`src/rtl/cfg_pkg.sv`:
```
// Package: widths, field positions and test codes shared by the
// configuration port modules.
package cfg_pkg;
    parameter int M_W = 9;
    parameter int N_W = 2;
    parameter int T_W = 3;
    localparam int SR_W  = T_W + N_W + M_W;
    localparam int N_LSB = M_W;
    localparam int T_LSB = M_W + N_W;

    localparam logic [T_W-1:0] T_DRV_LOW  = 3'b000;
    localparam logic [T_W-1:0] T_DRV_HIGH = 3'b001;
    localparam logic [T_W-1:0] T_BYPASS   = 3'b110;

    typedef struct packed {
        logic [T_W-1:0] t;
        logic [N_W-1:0] n;
        logic [M_W-1:0] m;
    } cfg_word_t;
endpackage

```
`src/rtl/cfg_sync.sv`:
```
// Module: cfg_sync
// Multi-bit synchronizer chain. Each bit is independent, so the
// inputs are assumed to be quasi-static board signals.
module cfg_sync #(
    parameter int W      = 1,
    parameter int STAGES = 2
) (
    input  logic         clk,
    input  logic         rst_n,
    input  logic [W-1:0] d,
    output logic [W-1:0] q
);
    logic [W-1:0] stg [STAGES];

    generate
        for (genvar g = 0; g < STAGES; g++) begin : g_stage
            // Move the value one stage further along the chain
            always_ff @(posedge clk) begin
                if (!rst_n) stg[g] <= '0;
                else if (g == 0) stg[g] <= d;
                else stg[g] <= stg[(g == 0) ? 0 : g-1];
            end
        end
    endgenerate

    assign q = stg[STAGES-1];
endmodule

```
`src/rtl/cfg_shift.sv`:
```
// Module: cfg_shift
// Serial input shift register. Assumes the shift pulse and the data
// bit are already in the core domain with matching latency.
module cfg_shift #(
    parameter int W = cfg_pkg::SR_W
) (
    input  logic         clk,
    input  logic         rst_n,
    input  logic         shift,
    input  logic         sin,
    output logic [W-1:0] q
);
    // Shift a new bit into the bottom on each shift pulse
    always_ff @(posedge clk) begin
        if (!rst_n)     q <= '0;
        else if (shift) q <= {q[W-2:0], sin};
    end
endmodule

```
`src/rtl/cfg_regs.sv`:
```
// Module: cfg_regs
// Holds the settings. The parallel capture wins over the serial
// capture. A low parallel strobe blocks serial loads and clears
// the test code.
module cfg_regs
    import cfg_pkg::*;
(
    input  logic            clk,
    input  logic            rst_n,
    input  logic            par_rise,
    input  logic            par_low,
    input  logic            ser_fall,
    input  logic [M_W-1:0]  par_m,
    input  logic [N_W-1:0]  par_n,
    input  logic [SR_W-1:0] sreg,
    output logic [M_W-1:0]  m_val,
    output logic [N_W-1:0]  n_sel,
    output logic [T_W-1:0]  t_code
);
    cfg_word_t word;
    assign word = cfg_word_t'(sreg);

    // Update the settings from whichever load path is active
    always_ff @(posedge clk) begin
        if (!rst_n) begin
            m_val  <= '1;
            n_sel  <= '1;
            t_code <= '0;
        end else begin
            if (par_rise) begin
                m_val <= par_m;
                n_sel <= par_n;
            end else if (ser_fall && !par_low) begin
                m_val  <= word.m;
                n_sel  <= word.n;
                t_code <= word.t;
            end
            if (par_low) t_code <= '0;
        end
    end
endmodule

```
`src/rtl/cfg_testsel.sv`:
```
// Module: cfg_testsel
// Registered test output source selection, driven by the hold
// state and the stored test code.
module cfg_testsel
    import cfg_pkg::*;
(
    input  logic           clk,
    input  logic           rst_n,
    input  logic           par_low,
    input  logic [T_W-1:0] t_code,
    input  logic           top_bit,
    input  logic           sclk_lvl,
    output logic           test_out
);
    logic nxt;

    // Pick the source for the test output
    always_comb begin
        if (par_low)                  nxt = top_bit;
        else if (t_code == T_DRV_LOW)  nxt = 1'b0;
        else if (t_code == T_DRV_HIGH) nxt = 1'b1;
        else if (t_code == T_BYPASS)   nxt = sclk_lvl;
        else                           nxt = top_bit;
    end

    // Register the selected value
    always_ff @(posedge clk) begin
        if (!rst_n) test_out <= 1'b0;
        else        test_out <= nxt;
    end
endmodule

```
`src/rtl/synth_cfg_if.sv`:
```
// Module: synth_cfg_if
// Top level of the divider configuration port. Brings the board
// strobes into the core domain, detects their edges, and connects
// the shift register, the setting registers and the test selector.
// Assumes the parallel pins are stable around the strobe edge and
// that each serial level lasts at least three core cycles.
module synth_cfg_if
    import cfg_pkg::*;
(
    input  logic           clk,
    input  logic           rst_n,
    input  logic           par_load,
    input  logic [M_W-1:0] par_m,
    input  logic [N_W-1:0] par_n,
    input  logic           ser_clk,
    input  logic           ser_data,
    input  logic           ser_load,
    output logic [M_W-1:0] m_val,
    output logic [N_W-1:0] n_sel,
    output logic [T_W-1:0] t_code,
    output logic           bypass,
    output logic           test_out
);
    localparam int SYNC_W = 4;

    logic [SYNC_W-1:0] raw_in, syn;
    logic              sclk_s, sdat_s, sld_s, pld_s;
    logic              sclk_d, sld_d, pld_d;
    logic              shift_p, ser_fall, par_rise, par_low;
    logic [SR_W-1:0]   sreg;

    assign raw_in = {par_load, ser_load, ser_data, ser_clk};
    assign {pld_s, sld_s, sdat_s, sclk_s} = syn;

    cfg_sync #(.W(SYNC_W), .STAGES(2)) u_sync (
        .clk(clk), .rst_n(rst_n), .d(raw_in), .q(syn)
    );

    // Keep the previous synchronized levels for edge detection
    always_ff @(posedge clk) begin
        if (!rst_n) {sclk_d, sld_d, pld_d} <= '0;
        else        {sclk_d, sld_d, pld_d} <= {sclk_s, sld_s, pld_s};
    end

    assign shift_p  = sclk_s & ~sclk_d;
    assign ser_fall = ~sld_s & sld_d;
    assign par_rise = pld_s & ~pld_d;
    assign par_low  = ~pld_s;

    cfg_shift #(.W(SR_W)) u_shift (
        .clk(clk), .rst_n(rst_n), .shift(shift_p), .sin(sdat_s), .q(sreg)
    );

    cfg_regs u_regs (
        .clk(clk), .rst_n(rst_n), .par_rise(par_rise), .par_low(par_low),
        .ser_fall(ser_fall), .par_m(par_m), .par_n(par_n), .sreg(sreg),
        .m_val(m_val), .n_sel(n_sel), .t_code(t_code)
    );

    assign bypass = (t_code == T_BYPASS);

    cfg_testsel u_test (
        .clk(clk), .rst_n(rst_n), .par_low(par_low), .t_code(t_code),
        .top_bit(sreg[SR_W-1]), .sclk_lvl(sclk_s), .test_out(test_out)
    );
endmodule

```
`config.mk`:
```
export PLATFORM = sky130hd
export DESIGN_NAME = synth_cfg_if
export DESIGN_NICKNAME = d
export VERILOG_FILES = /design/src/rtl/cfg_pkg.sv /design/src/rtl/cfg_sync.sv /design/src/rtl/cfg_shift.sv /design/src/rtl/cfg_regs.sv /design/src/rtl/cfg_testsel.sv /design/src/rtl/synth_cfg_if.sv
export SDC_FILE = /design/constraint.sdc
export NUM_CORES = 1
export LEC_CHECK = 0
export BUFFER_PORTS_ARGS = -buffer_cell sky130_fd_sc_hd__buf_2
export CORE_MARGIN = 2
export CORE_UTILIZATION = 54
export CTS_CLUSTER_SIZE = 30
export DETAILED_ROUTE_END_ITERATION = 6
export GPL_ROUTABILITY_DRIVEN = 0
export PLACE_DENSITY = 0.78
export SYNTH_ARGS = -nofsm -noshare
export SYNTH_HDL_FRONTEND = slang
export SYNTH_HIERARCHICAL = 1
export SYNTH_SLANG_ARGS = --single-unit
```
`constraint.sdc`:
```
create_clock -name clk -period 1.7 [get_ports clk]
set_input_delay 0.17 -clock clk [delete_from_list [all_inputs] [get_ports clk]]
set_output_delay 0.17 -clock clk [all_outputs]
set_load 0.005 [all_outputs]
```
* Yosys cells after proc, flatten, opt, wreduce, memory -nomap -nowiden
Memory sizes are Yosys's and may differ from the RTL's.
Index checks and enable logic that the tools add are counted.
** Cells by class
- Eq/ne operators :: 2
- Multiplexer cells :: 12
- Reduce and logical (&&, ||, !) cells :: 5
- Bitwise operators :: 9
** Operator list (number)
- two-way mux 9 bit :: 2
- two-way mux 4 bit :: 2
- two-way mux 1 bit :: 6
- two-way mux 2 bit :: 2
- inverter 1 bit :: 4
- AND reduction 2 bit :: 2
- bitwise AND 1 bit :: 3
- equality test 3 x 1 -> 1 bit, second input constant :: 1
- equality test 3 bit, second input constant :: 1
- logical NOT 3 bit :: 1
- bitwise OR 1 bit :: 2
- nonzero test 2 bit :: 1
- logical AND 1 bit :: 1
** Word-level totals
- Bits in registers :: 32
- Memories kept :: 1
- Input port bits :: 17
- Output and inout bits :: 16
- Bits in writable memories :: 8
- Word-level logic and storage cells :: 37
** Memory list
- u_sync.stg :: words 2, bits a word 4, read ports 2, clocked after Yosys merged registers in 0, wr ports 2, line cfg_sync.sv:13 : logic [W-1:0] stg [STAGES];

* Depth between registers and ports, before layout
Gate-level depths: netlist of run 1.
- Depth in word-level cells :: 5
- Gate-level depth with buffers :: 7
- Gate-level depth less buffers :: 4

* Hierarchy
Netlist of run 1, hierarchy kept.
** Modules (own cells, without submodules)
- cfg_regs :: seq. area each 280.3 um^2, area an instance 775.7 um^2, instances 1, cells an instance 75
- cfg_shift :: seq. area each 280.3 um^2, area an instance 543.0 um^2, instances 1, cells an instance 45
- cfg_sync :: seq. area each 160.2 um^2, area an instance 210.2 um^2, instances 1, cells an instance 16
- synth_cfg_if :: seq. area each 60.1 um^2, area an instance 111.4 um^2, instances 1, cells an instance 11
- cfg_testsel :: seq. area each 20.0 um^2, area an instance 76.3 um^2, instances 1, cells an instance 10

* Least setup slack after synthesis of run 1
No wires, ideal clock.
- Path type :: register to register
- Start point :: reg pld_d
- End point :: reg u_regs.m_val[4]
- Clock period less this slack :: 1.279 ns
- Cell stages (with the launch flop) :: 7
- Library setup time :: 0.129 ns
- Arrival time :: 1.149 ns
- Slack :: 0.421 ns
- Buffers on the path :: 2
- Data required time :: 1.571 ns
- Path through :: dfxtp_1 > and2b_1 > buf_6 > buf_12 > mux2_4 > a21oi_2 > o21ai_1
** Between the ends
- Longest elaborated chain between the ends :: 3
- Elaborated cells between the ends (all ways) :: 4
- Those cells by class :: 1 x mux; 2 x bitwise; 1 x reduce/logical
** RTL lines
- start, declared :: line synth_cfg_if.sv:28 : logic sclk_d, sld_d, pld_d;
- start signal, assigned :: line synth_cfg_if.sv:42 : else {sclk_d, sld_d, pld_d} <= {sclk_s, sld_s, pld_s};
- inverter 1 bit * :: line synth_cfg_if.sv:47 : assign par_rise = pld_s & ~pld_d;
- bitwise AND 1 bit * :: line synth_cfg_if.sv:47
- named net par_rise :: line synth_cfg_if.sv:29 : logic shift_p, ser_fall, par_rise, par_low;
- two-way mux 9 bit or nonzero test 2 bit (tied branches)
- end signal, assigned :: line cfg_regs.sv:31 : m_val <= par_m;
- end signal, assigned :: line cfg_regs.sv:34 : m_val <= word.m;
- end, declared :: line cfg_regs.sv:16 : output logic [M_W-1:0] m_val,
The timed path passes the listed nets; every way through them passes the cells marked *.
A chain may end at the register's enable or synchronous reset.

==> summary.txt, run 1 <==
Post-Syn Area: 1720 um2
CP endpoint kind: flop
Clock Sinks: 40
Reg clk slew, reported paths: 0.10 ns
sequential area share after synthesis: 46.6%
ratio of cells with drive above 1 in the final layout: 31.9%
area delta synth->final: 12.8%
post_cts resized: 0
synth unique cells: 26
LEAKAGE: 0.755 nW
Hold Crit Depth: 2
DR iter-0 viols: 116
wl on met1: 1320 um
max-slew violations: 0
final worst path period need: 1.45 ns
CP max stage cell: nand2b_1
input/output buffers: 32
antenna violations before repair: 0
Seq cells post-synth: 40
Data required, critical path: 1.90 ns
# Max-Cap Violations: 0
WL per Instance: 12.5 um
worst vdd ir: 581 uV
RSZ-0062 raised after global routing: false
YS warnings: 6
Register Area: 801 um2
Inserted Diodes: 0
Final Skew: 0.00354 ns
GRT Resource Usage Total: 18.3%
dpl hpwl: 2060 um
Final Cell Area: 1940 um2
Core Area: 3030 um2
CP top delay family: buffers and inverters
share of the synthesized area in the top cell type: 46.6%
CP max stage delay: 0.38 ns
clock tree root buffer cell: clkbuf_4
Residual DRC: 0
PwrDens: 816 nW/um2
Clock H-tree levels: 2
Placed Area: 1880 um2
Cell Chain, Critical Path: inv_1, nand2b_1, buf_4, a21oi_2, o21ai_1
final wirelength: 2930 um
DR pass1 iterations: 4
Yosys top cell by area: dfxtp_1
DR WL met3: 178 um
syn_area_per_cell: 10.9 um2
GRT overflow: 0
Crit Path Category: reg2reg
Vias/cell: 5.10
Layout Nets: 207
Filler cells: 239
die extent in y: 60.4 um
fmax: 689 MHz
worst-skew pair later-pin latency: 0.33 ns
first-pass GRT wire length: 4930 um
largest cells by area after synthesis: dfxtp_1 47%, mux2i_1 9.9%, nor2b_1 6.2%
Post CTS Setup Buffer Count: 0
worst r2r path cells: 5
Die Width: 60.4 um
Mapped Cells: 157
slew at the pin closest to its max-slew limit: 0.502 ns
post-synth net total: 174
CTS Buffer Depth: 2
DR top layer: met4
post-route ant nets: 0
crit-path max FO: 17
cts bufs inserted: 5
Initial Util: 56.7%
Top-Level Pins: 33
CP Launch Type: flop
pin count of the biggest net entering global routing: 39
# rows: 20
Arr. time, crit path: 1.65 ns
Hold Crit Class: in2reg
CP Depth: 5
area of the multi-input gates: 807 um2
hold buffer count at CTS: 0
status: finished, final reports clean
Detail Route met2 WL: 1410 um
die area: 3650 um2
slew margin rel.: 66.5%
setup violators final: 0
CTS tree: yes
setup TNS: 0 ns
Worst Path Buf+Inv: 2
Via Count: 1198
vias in the first global route: 1144
Final Hold Viols: 0
final period utilization: 85.3%
-- metrics by stage --
stage | setup slack (ns) | power (mW) | utilization [%] | std cells | hold slack [ns]
after detailed placement | 0.291 | 1.12 | 62.0 | 227 | 0.379
after CTS | 0.263 | 1.60 | 63.9 | 235 | 0.0180
after global placement | 0.302 | 1.12 | 62.0 | 227 | 0.375
after floorplan | 0.421 | 1.09 | - | 157 | 0.246
final | 0.249 | 1.58 | 63.9 | 235 | 0.0396
after global routing | 0.104 | 1.66 | 63.9 | 235 | 0.0241
-- registers in the layout, indices dropped and copies added (netlist names) --
name,flops
u_regs/t_code,3
pld_d,1
u_shift/q,14
u_sync/stg,8
u_regs/n_sel,2
u_regs/m_val,9
sld_d,1
u_test/test_out,1
sclk_d,1
-- logic make-up after synthesis --
kind of cell	count (synthesis)	synth area share (%)
AOI/OAI and AO/OA	26	8.97
buffers and inverters	13	6.34
DFF	40	46.6
muxes	28	18.4
and+or+nand+nor	50	19.6
-- metal layers --
metal | track usage, % | vias up
met5 | 0 | -
met4 | 6.67 | 0
met3 | 5.97 | 2
met2 | 29.7 | 41
met1 | 22.7 | 554
li1 | - | 601
-- final timing paths --
path / end / slack, ns / from
max: u_regs/n_sel[1]$_SDFFE_PN1P_ / 0.25 / u_sync/stg[1][3]$_SDFF_PN0_
min: u_sync/stg[0][0]$_SDFF_PN0_ / 0.04 / ser_clk
min reg2reg: u_sync/stg[1][2]$_SDFF_PN0_ / 0.44 / u_sync/stg[0][2]$_SDFF_PN0_
max reg2reg: u_regs/n_sel[1]$_SDFFE_PN1P_ / 0.25 / u_sync/stg[1][3]$_SDFF_PN0_
-- layout make-up --
cell class,count,share of cell area (%)
Clock buffer,8,3.04
Inverter,3,0.582
Multi-Input combinational cell,104,41.7
Sequential cell,40,41.4
Tap cell,44,2.84
Timing Repair Buffer,36,10.5
-- power by group --
part | internal, mW | switching, mW
Clock | 0.204 | 0.272
Combinational | 0.0713 | 0.0588
Sequential | 0.962 | 0.0104
-- synth_stat cells, drive strengths merged --
library cell,instances
dfxtp,40
nor2b,18
mux2i,17
o21ai,14
a21oi,11
and2,11
mux2,11
nor3b,11
buf,7
clkbuf,3
inv,3
nor2,3
and2b,2
nand2b,2
a31oi,1
and3b,1
and4bb,1
nor3,1
-- placed cells by master (no fill, tap or decap), types with 2 or more instances in the layout --
cell,n
a21oi_1,5
a21oi_2,6
and2_1,11
and2b_1,2
buf_2,32
buf_4,3
clkbuf_1,2
clkbuf_4,5
dfxtp_1,40
inv_1,2
mux2_2,5
mux2_4,6
mux2i_1,17
nand2b_1,2
nor2_1,3
nor2b_1,17
nor3b_1,11
o21ai_0,6
o21ai_1,8
Power figures use the tool's default switching activity.
==> run 2: changes to the inputs <==
Settings changed: ABC_AREA set to 1.
==> summary.txt, run 2 <==
status: finished, final reports clean
area delta synth->final: 12.8% (about the same)
CP max stage delay: 0.34 ns (-0.04 ns)
GRT overflow: 0 (unchanged)
DR pass1 iterations: 4 (unchanged)
Top-Level Pins: 33 (unchanged)
share of the synthesized area in the top cell type: 46.1% (-0.57 points)
final wirelength: 2900 um (-1.0%)
Yosys top cell by area: dfxtp_1
Data required, critical path: 1.93 ns (+0.03 ns)
Synth Flop Type: dfxtp_1
setup TNS: 0 ns (unchanged)
Fin Hold WS: 0.0166 ns (-0.0229 ns)
Cell Chain, Critical Path: inv_2, nor2_2, inv_2, nand2_1, nand2_1, nand3_1
Seq cells post-synth: 40 (unchanged)
commonest non-fill, non-tap cell in the layout: nand2_1
Biggest register: u_shift/q
GRT Resource Usage Total: 17.9% (-0.34 points)
die extent in y: 60.7 um (+0.58%)
EDFF count, synth: 0 (unchanged)
Post-Syn Area: 1740 um2 (+1.2%)
die area: 3690 um2 (+1.2%)
PwrDens: 850 nW/um2 (+4.2%)
Int Pwr: 1.26 mW (+1.9%)
Arr. time, crit path: 1.66 ns (about the same)
clock tree root buffer cell: clkbuf_4
LEAKAGE: 1.01 nW (+33%)
# Max-Cap Violations: 0 (unchanged)
most frequent cells in the layout: 88 x nand2_1, 40 x dfxtp_1, 37 x inv_1
CTS tree: yes
ratio of cells with drive above 1 in the final layout: 20.8% (-11 points)
YS warnings: 6 (unchanged)
post-synth net total: 272 (+56%)
Die Width: 60.7 um (+0.58%)
Initial Util: 56.9% (+0.23 points)
final period utilization: 83.8% (-1.5 points)
area of the multi-input gates: 699 um2 (-13%)
Filler cells: 294 (+23%)
post_cts resized: 0 (unchanged)
Logic pwr share: 10.6% (+2.4 points)
Post CTS Setup Buffer Count: 0 (unchanged)
Final Hold Viols: 0 (unchanged)
Crit Path Category: reg2reg
worst vdd ir: 588 uV (+1.1%)
max-slew violations: 0 (unchanged)
worst slack, placed: 0.309 ns (+0.0176 ns)
CP max stage cell: dfxtp_1
Reg clk slew, reported paths: 0.11 ns (about the same)
syn_area_per_cell: 6.82 um2 (-38%)
largest registers: u_shift/q: 14 flops, u_regs/m_val: 9 flops, u_sync/stg: 8 flops
DR iter-0 viols: 93 (-20%)
max reg flops: 14 (unchanged)
Core Area: 3050 um2 (+0.83%)
sequential area share after synthesis: 46.1% (-0.57 points)
CP endpoint kind: flop
post-route ant nets: 0 (unchanged)
Commonest cells post-synth: 88 x nand2_1, 40 x dfxtp_1, 37 x inv_1, 34 x nor2_1, 26 x nand3_1
hold buffer count at CTS: 0 (unchanged)
cts bufs inserted: 5 (unchanged)
Hold Crit Class: in2reg
overall power: 1.67 mW (+5.5%)
fmax: 702 MHz (+1.8%)
Inserted Diodes: 0 (unchanged)
vias in the first global route: 1162 (+1.6%)
Clock Sinks: 40 (unchanged)
Sw Pwr: 0.405 mW (+19%)
Mapped Cells: 255 (+62%)
Vias/cell: 4.47 (-12%)
pin count of the biggest net entering global routing: 29 (-26%)
part of the power in registers: 60.2% (-1.4 points)
CTS Buffer Depth: 2 (unchanged)
RSZ-0062 raised after global routing: false
Clock H-tree levels: 2 (unchanged)
Residual DRC: 0 (unchanged)
slew at the pin closest to its max-slew limit: 0.363 ns (-0.139 ns)
Final Skew: 0.0113 ns (+0.00775 ns)
WL per Instance: 8.71 um (-30%)
final worst setup slack: 0.275 ns (+0.0256 ns)
final worst path period need: 1.43 ns (-0.0256 ns)
setup violators final: 0 (unchanged)
dpl hpwl: 2090 um (+1.6%)
largest cells by area after synthesis: dfxtp_1 46%, nand2_1 19%, inv_1 8.0%
worst-skew pair later-pin latency: 0.34 ns (about the same)
# rows: 20 (unchanged)
ys async rst share: 0% (unchanged)
slew margin rel.: 75.7% (+9.2 points)
crit-path max FO: 25 (+8)
final core occ: 64.2% (+0.30 points)
CP Launch Type: flop
synth unique cells: 16 (-38%)
clock group share of total power: 29.2% (-1.0 points)
Layout Nets: 305 (+47%)
Via Count: 1488 (+24%)
Sw Ratio: 24.3% (+2.7 points)
input/output buffers: 32 (unchanged)
first-pass GRT wire length: 4880 um (-0.97%)
antenna violations before repair: 0 (unchanged)
most frequent cell after synthesis: nand2_1
Register Area: 801 um2 (unchanged)
[run 2: changes by cell type in the layout (fill, tap and decap cells not counted), sizes merged, moves of 10 or more]
cell and delta:
a21oi -10, and2 -11, inv +36, mux2 -11, mux2i -17, nand2 +95, nand3 +26, nor2 +38
nor2b -18, nor3b -11, o21ai -14
[run 2: layout make-up]
cell class,instances,area share (%)
clock buffers,8,3.00
flip-flops and latches,40,40.8
well taps,44,2.81
multi-input cells,165,35.7
repair buffers,37,10.2
inverters,39,7.47
[run 2: critical path, delay by kind of cell (launching register included)]
family	cells	cell delay, ns
and+or+nand+nor	4	0.60
buffers and inverters	2	0.38
DFF	1	0.34
[run 2: through the flow]
stage	std cells	instance area, um2
after floorplan	255	1740
after global placement	324	1890
after detailed placement	324	1890
after CTS	332	1950
after global routing	333	1960
final	333	1960
[run 2: logic make-up (layout without fill, tap and decap cells)]
family / Yosys count / in the layout / synth area share, %
and+or+nand+nor: 164 / 164 / 39.6
DFF: 40 / 40 / 46.1
AOI/OAI and AO/OA: 1 / 1 / 0.504
buffers and inverters: 50 / 84 / 13.8
[run 2: worst paths after layout]
path / startpoint / end / slack [ns] / depth (start not counted)
setup / recovery: u_sync/stg[1][3]$_SDFF_PN0_ / u_regs/m_val[8]$_SDFFE_PN1P_ / 0.27 / 6
hold / removal: ser_clk / u_sync/stg[0][0]$_SDFF_PN0_ / 0.02 / 3
setup reg to reg: u_sync/stg[1][3]$_SDFF_PN0_ / u_regs/m_val[8]$_SDFFE_PN1P_ / 0.27 / 6
hold reg to reg: u_sync/stg[0][3]$_SDFF_PN0_ / u_sync/stg[1][3]$_SDFF_PN0_ / 0.41 / 2
[run 2: layer usage]
layer  vias up  track usage [%]  wire length (um)
li1        813                -                 -
met1       634             25.5              1500
met2        37             25.5              1230
met3         4             6.40               141
met4         0             5.59                27
met5         -                0                 0
[run 2: power groups by stage]
stage / registers (mW) / logic (mW) / clock network, mW
final: 1.00 / 0.177 / 0.486
after global routing: 1.01 / 0.207 / 0.546
after CTS: 1.00 / 0.177 / 0.502
after detailed placement: 1.03 / 0.176 / 0
after global placement: 1.02 / 0.173 / 0
after floorplan: 1.02 / 0.130 / 0
==> run 3: changes to the inputs <==
Settings changed: CORE_UTILIZATION 54 to 49, PLACE_DENSITY 0.78 to 0.75.
Clock period 1.7 ns to 1.3 ns, I/O delays scaled along.
==> summary.txt, run 3 (synthesized netlist as in run 2, its figures left out) <==
status: finished, final reports clean
final worst setup slack: 0.150 ns (-0.124 ns)
overall power: 2.20 mW (+32%)
Initial Util: 51.7% (-5.3 points)
Clock H-tree levels: 2 (unchanged)
# Max-Cap Violations: 0 (unchanged)
final wirelength: 3070 um (+5.9%)
Residual DRC: 0 (unchanged)
RSZ-0062 raised after global routing: false
largest registers: u_shift/q: 14 flops, u_regs/m_val: 9 flops, u_sync/stg: 8 flops
Filler cells: 313 (+6.5%)
input/output buffers: 32 (unchanged)
max-slew violations: 0 (unchanged)
die extent in y: 63.6 um (+4.7%)
setup TNS: 0 ns (unchanged)
clock tree root buffer cell: clkbuf_4
post-route ant nets: 0 (unchanged)
Arr. time, crit path: 1.02 ns (-0.64 ns)
setup violators final: 0 (unchanged)
Top-Level Pins: 33 (unchanged)
max reg flops: 14 (unchanged)
Crit Path Category: reg2out
worst vdd ir: 869 uV (+48%)
Setup crit start: u_regs/t_code[1]$_SDFFE_PP0P_
Inserted Diodes: 0 (unchanged)
DR pass1 iterations: 4 (unchanged)
die area: 4040 um2 (+9.5%)
worst slack, placed: -0.101 ns (-0.410 ns)
dpl hpwl: 2110 um (+0.92%)
Post CTS Setup Buffer Count: 0 (unchanged)
Placed Area: 1920 um2 (+1.5%)
CP endpoint kind: output port
area delta synth->final: 16.8%
Final Cell Area: 2030 um2 (+3.6%)
commonest non-fill, non-tap cell in the layout: nand2_1
Final Skew: 0.00695 ns (-0.00434 ns)
Clock Sinks: 40 (unchanged)
crit-path max FO: 6 (-76%)
Layout Nets: 308 (+0.98%)
Hold Crit Class: in2reg
CTS Buffer Depth: 2 (unchanged)
GRT Resource Usage Total: 17.4% (-0.50 points)
final worst path period need: 1.15 ns
Via Count: 1471 (-1.1%)
worst-skew pair later-pin latency: 0.33 ns (about the same)
hold wc startpoint: par_m[0]
placed instance count: 326 (+0.62%)
Reg clk slew, reported paths: 0.11 ns (about the same)
Data required, critical path: 1.17 ns (-0.76 ns)
final period utilization: 88.4%
Final Hold Viols: 0 (unchanged)
area of the multi-input gates: 707 um2 (+1.1%)
first-pass GRT wire length: 5510 um (+13%)
GRT overflow: 0 (unchanged)
DR iter-0 viols: 68 (-27%)
cts bufs inserted: 5 (unchanged)
# rows: 21 (+5.0%)
Register Area: 801 um2 (unchanged)
reg2reg start: sld_d$_SDFF_PN0_
CP Launch Type: flop
ratio of cells with drive above 1 in the final layout: 21.2% (+0.47 points)
final core occ: 60.4% (-3.8 points)
WL per Instance: 9.09 um (+4.4%)
LEAKAGE: 1.03 nW (+2.1%)
Biggest register: u_shift/q
pin count of the biggest net entering global routing: 30 (+3.4%)
CTS tree: yes
most frequent cells in the layout: 87 x nand2_1, 40 x dfxtp_1, 37 x inv_1
antenna violations before repair: 0 (unchanged)
slew margin rel.: 80.0% (+4.3 points)
PwrDens: 1080 nW/um2 (+28%)
slew at the pin closest to its max-slew limit: 0.299 ns (-0.0643 ns)
Fin Hold WS: 0.0891 ns (+0.0724 ns)
Vias/cell: 4.35 (-2.6%)
vias in the first global route: 1317 (+13%)
Die Width: 63.6 um (+4.7%)
Core Area: 3360 um2 (+10%)
non-filler instance count after layout: 338 (+1.5%)
fmax: 870 MHz
-- run 3: cell types whose count changed in the layout (fill, tap and decap cells not counted), sizes merged --
cell         change
dlygate4sd3      +3
-- run 3: final cells by class --
| type | instances | share of cell area (%) |
|---|---|---|
| inverter | 39 | 7.46 |
| sequential | 40 | 39.4 |
| timing repair buffer | 40 | 12.6 |
| clock buffer | 8 | 2.90 |
| tap | 46 | 2.83 |
| multi-input combinational | 165 | 34.8 |
-- run 3: power by group --
part | total [mW] | internal, mW | switching, mW | leakage, nW
Clock | 0.642 | 0.267 | 0.375 | 0.0326
Combinational | 0.249 | 0.114 | 0.135 | 0.669
Sequential | 1.31 | 1.28 | 0.0314 | 0.328
-- run 3: routing by layer --
layer / global-route usage (%) / part of all wire, % / up-vias
met5: 0 / 0 / -
met4: 9.78 / 1.2 / 0
met3: 3.39 / 3.9 / 4
met2: 27.8 / 45 / 27
met1: 22.0 / 50 / 620
li1: - / - / 820
-- run 3: worst paths after layout --
kind / endpoint / slack (ns) / depth (start not counted)
max: bypass / 0.15 / 3
max reg2reg: u_regs/m_val[1]$_SDFFE_PN1P_ / 0.15 / 6
min reg2reg: u_sync/stg[1][2]$_SDFF_PN0_ / 0.42 / 2
min: u_regs/m_val[0]$_SDFFE_PN1P_ / 0.09 / 5
-- run 3: critical path, cell delays in order, from the launching register on --
cell	delay, ns
dfxtp_1	0.43
nand2_1	0.07
nor2_1	0.08
buf_2	0.11
-- run 3: timing repair --
action | CTS | global route
gates resized for setup | 2 | 2
hold buffers | 4 | 0
hold endpoints to repair | 4 | 0
endpoints found under the setup margin | 13 | 4
gates cloned | 0 | 0
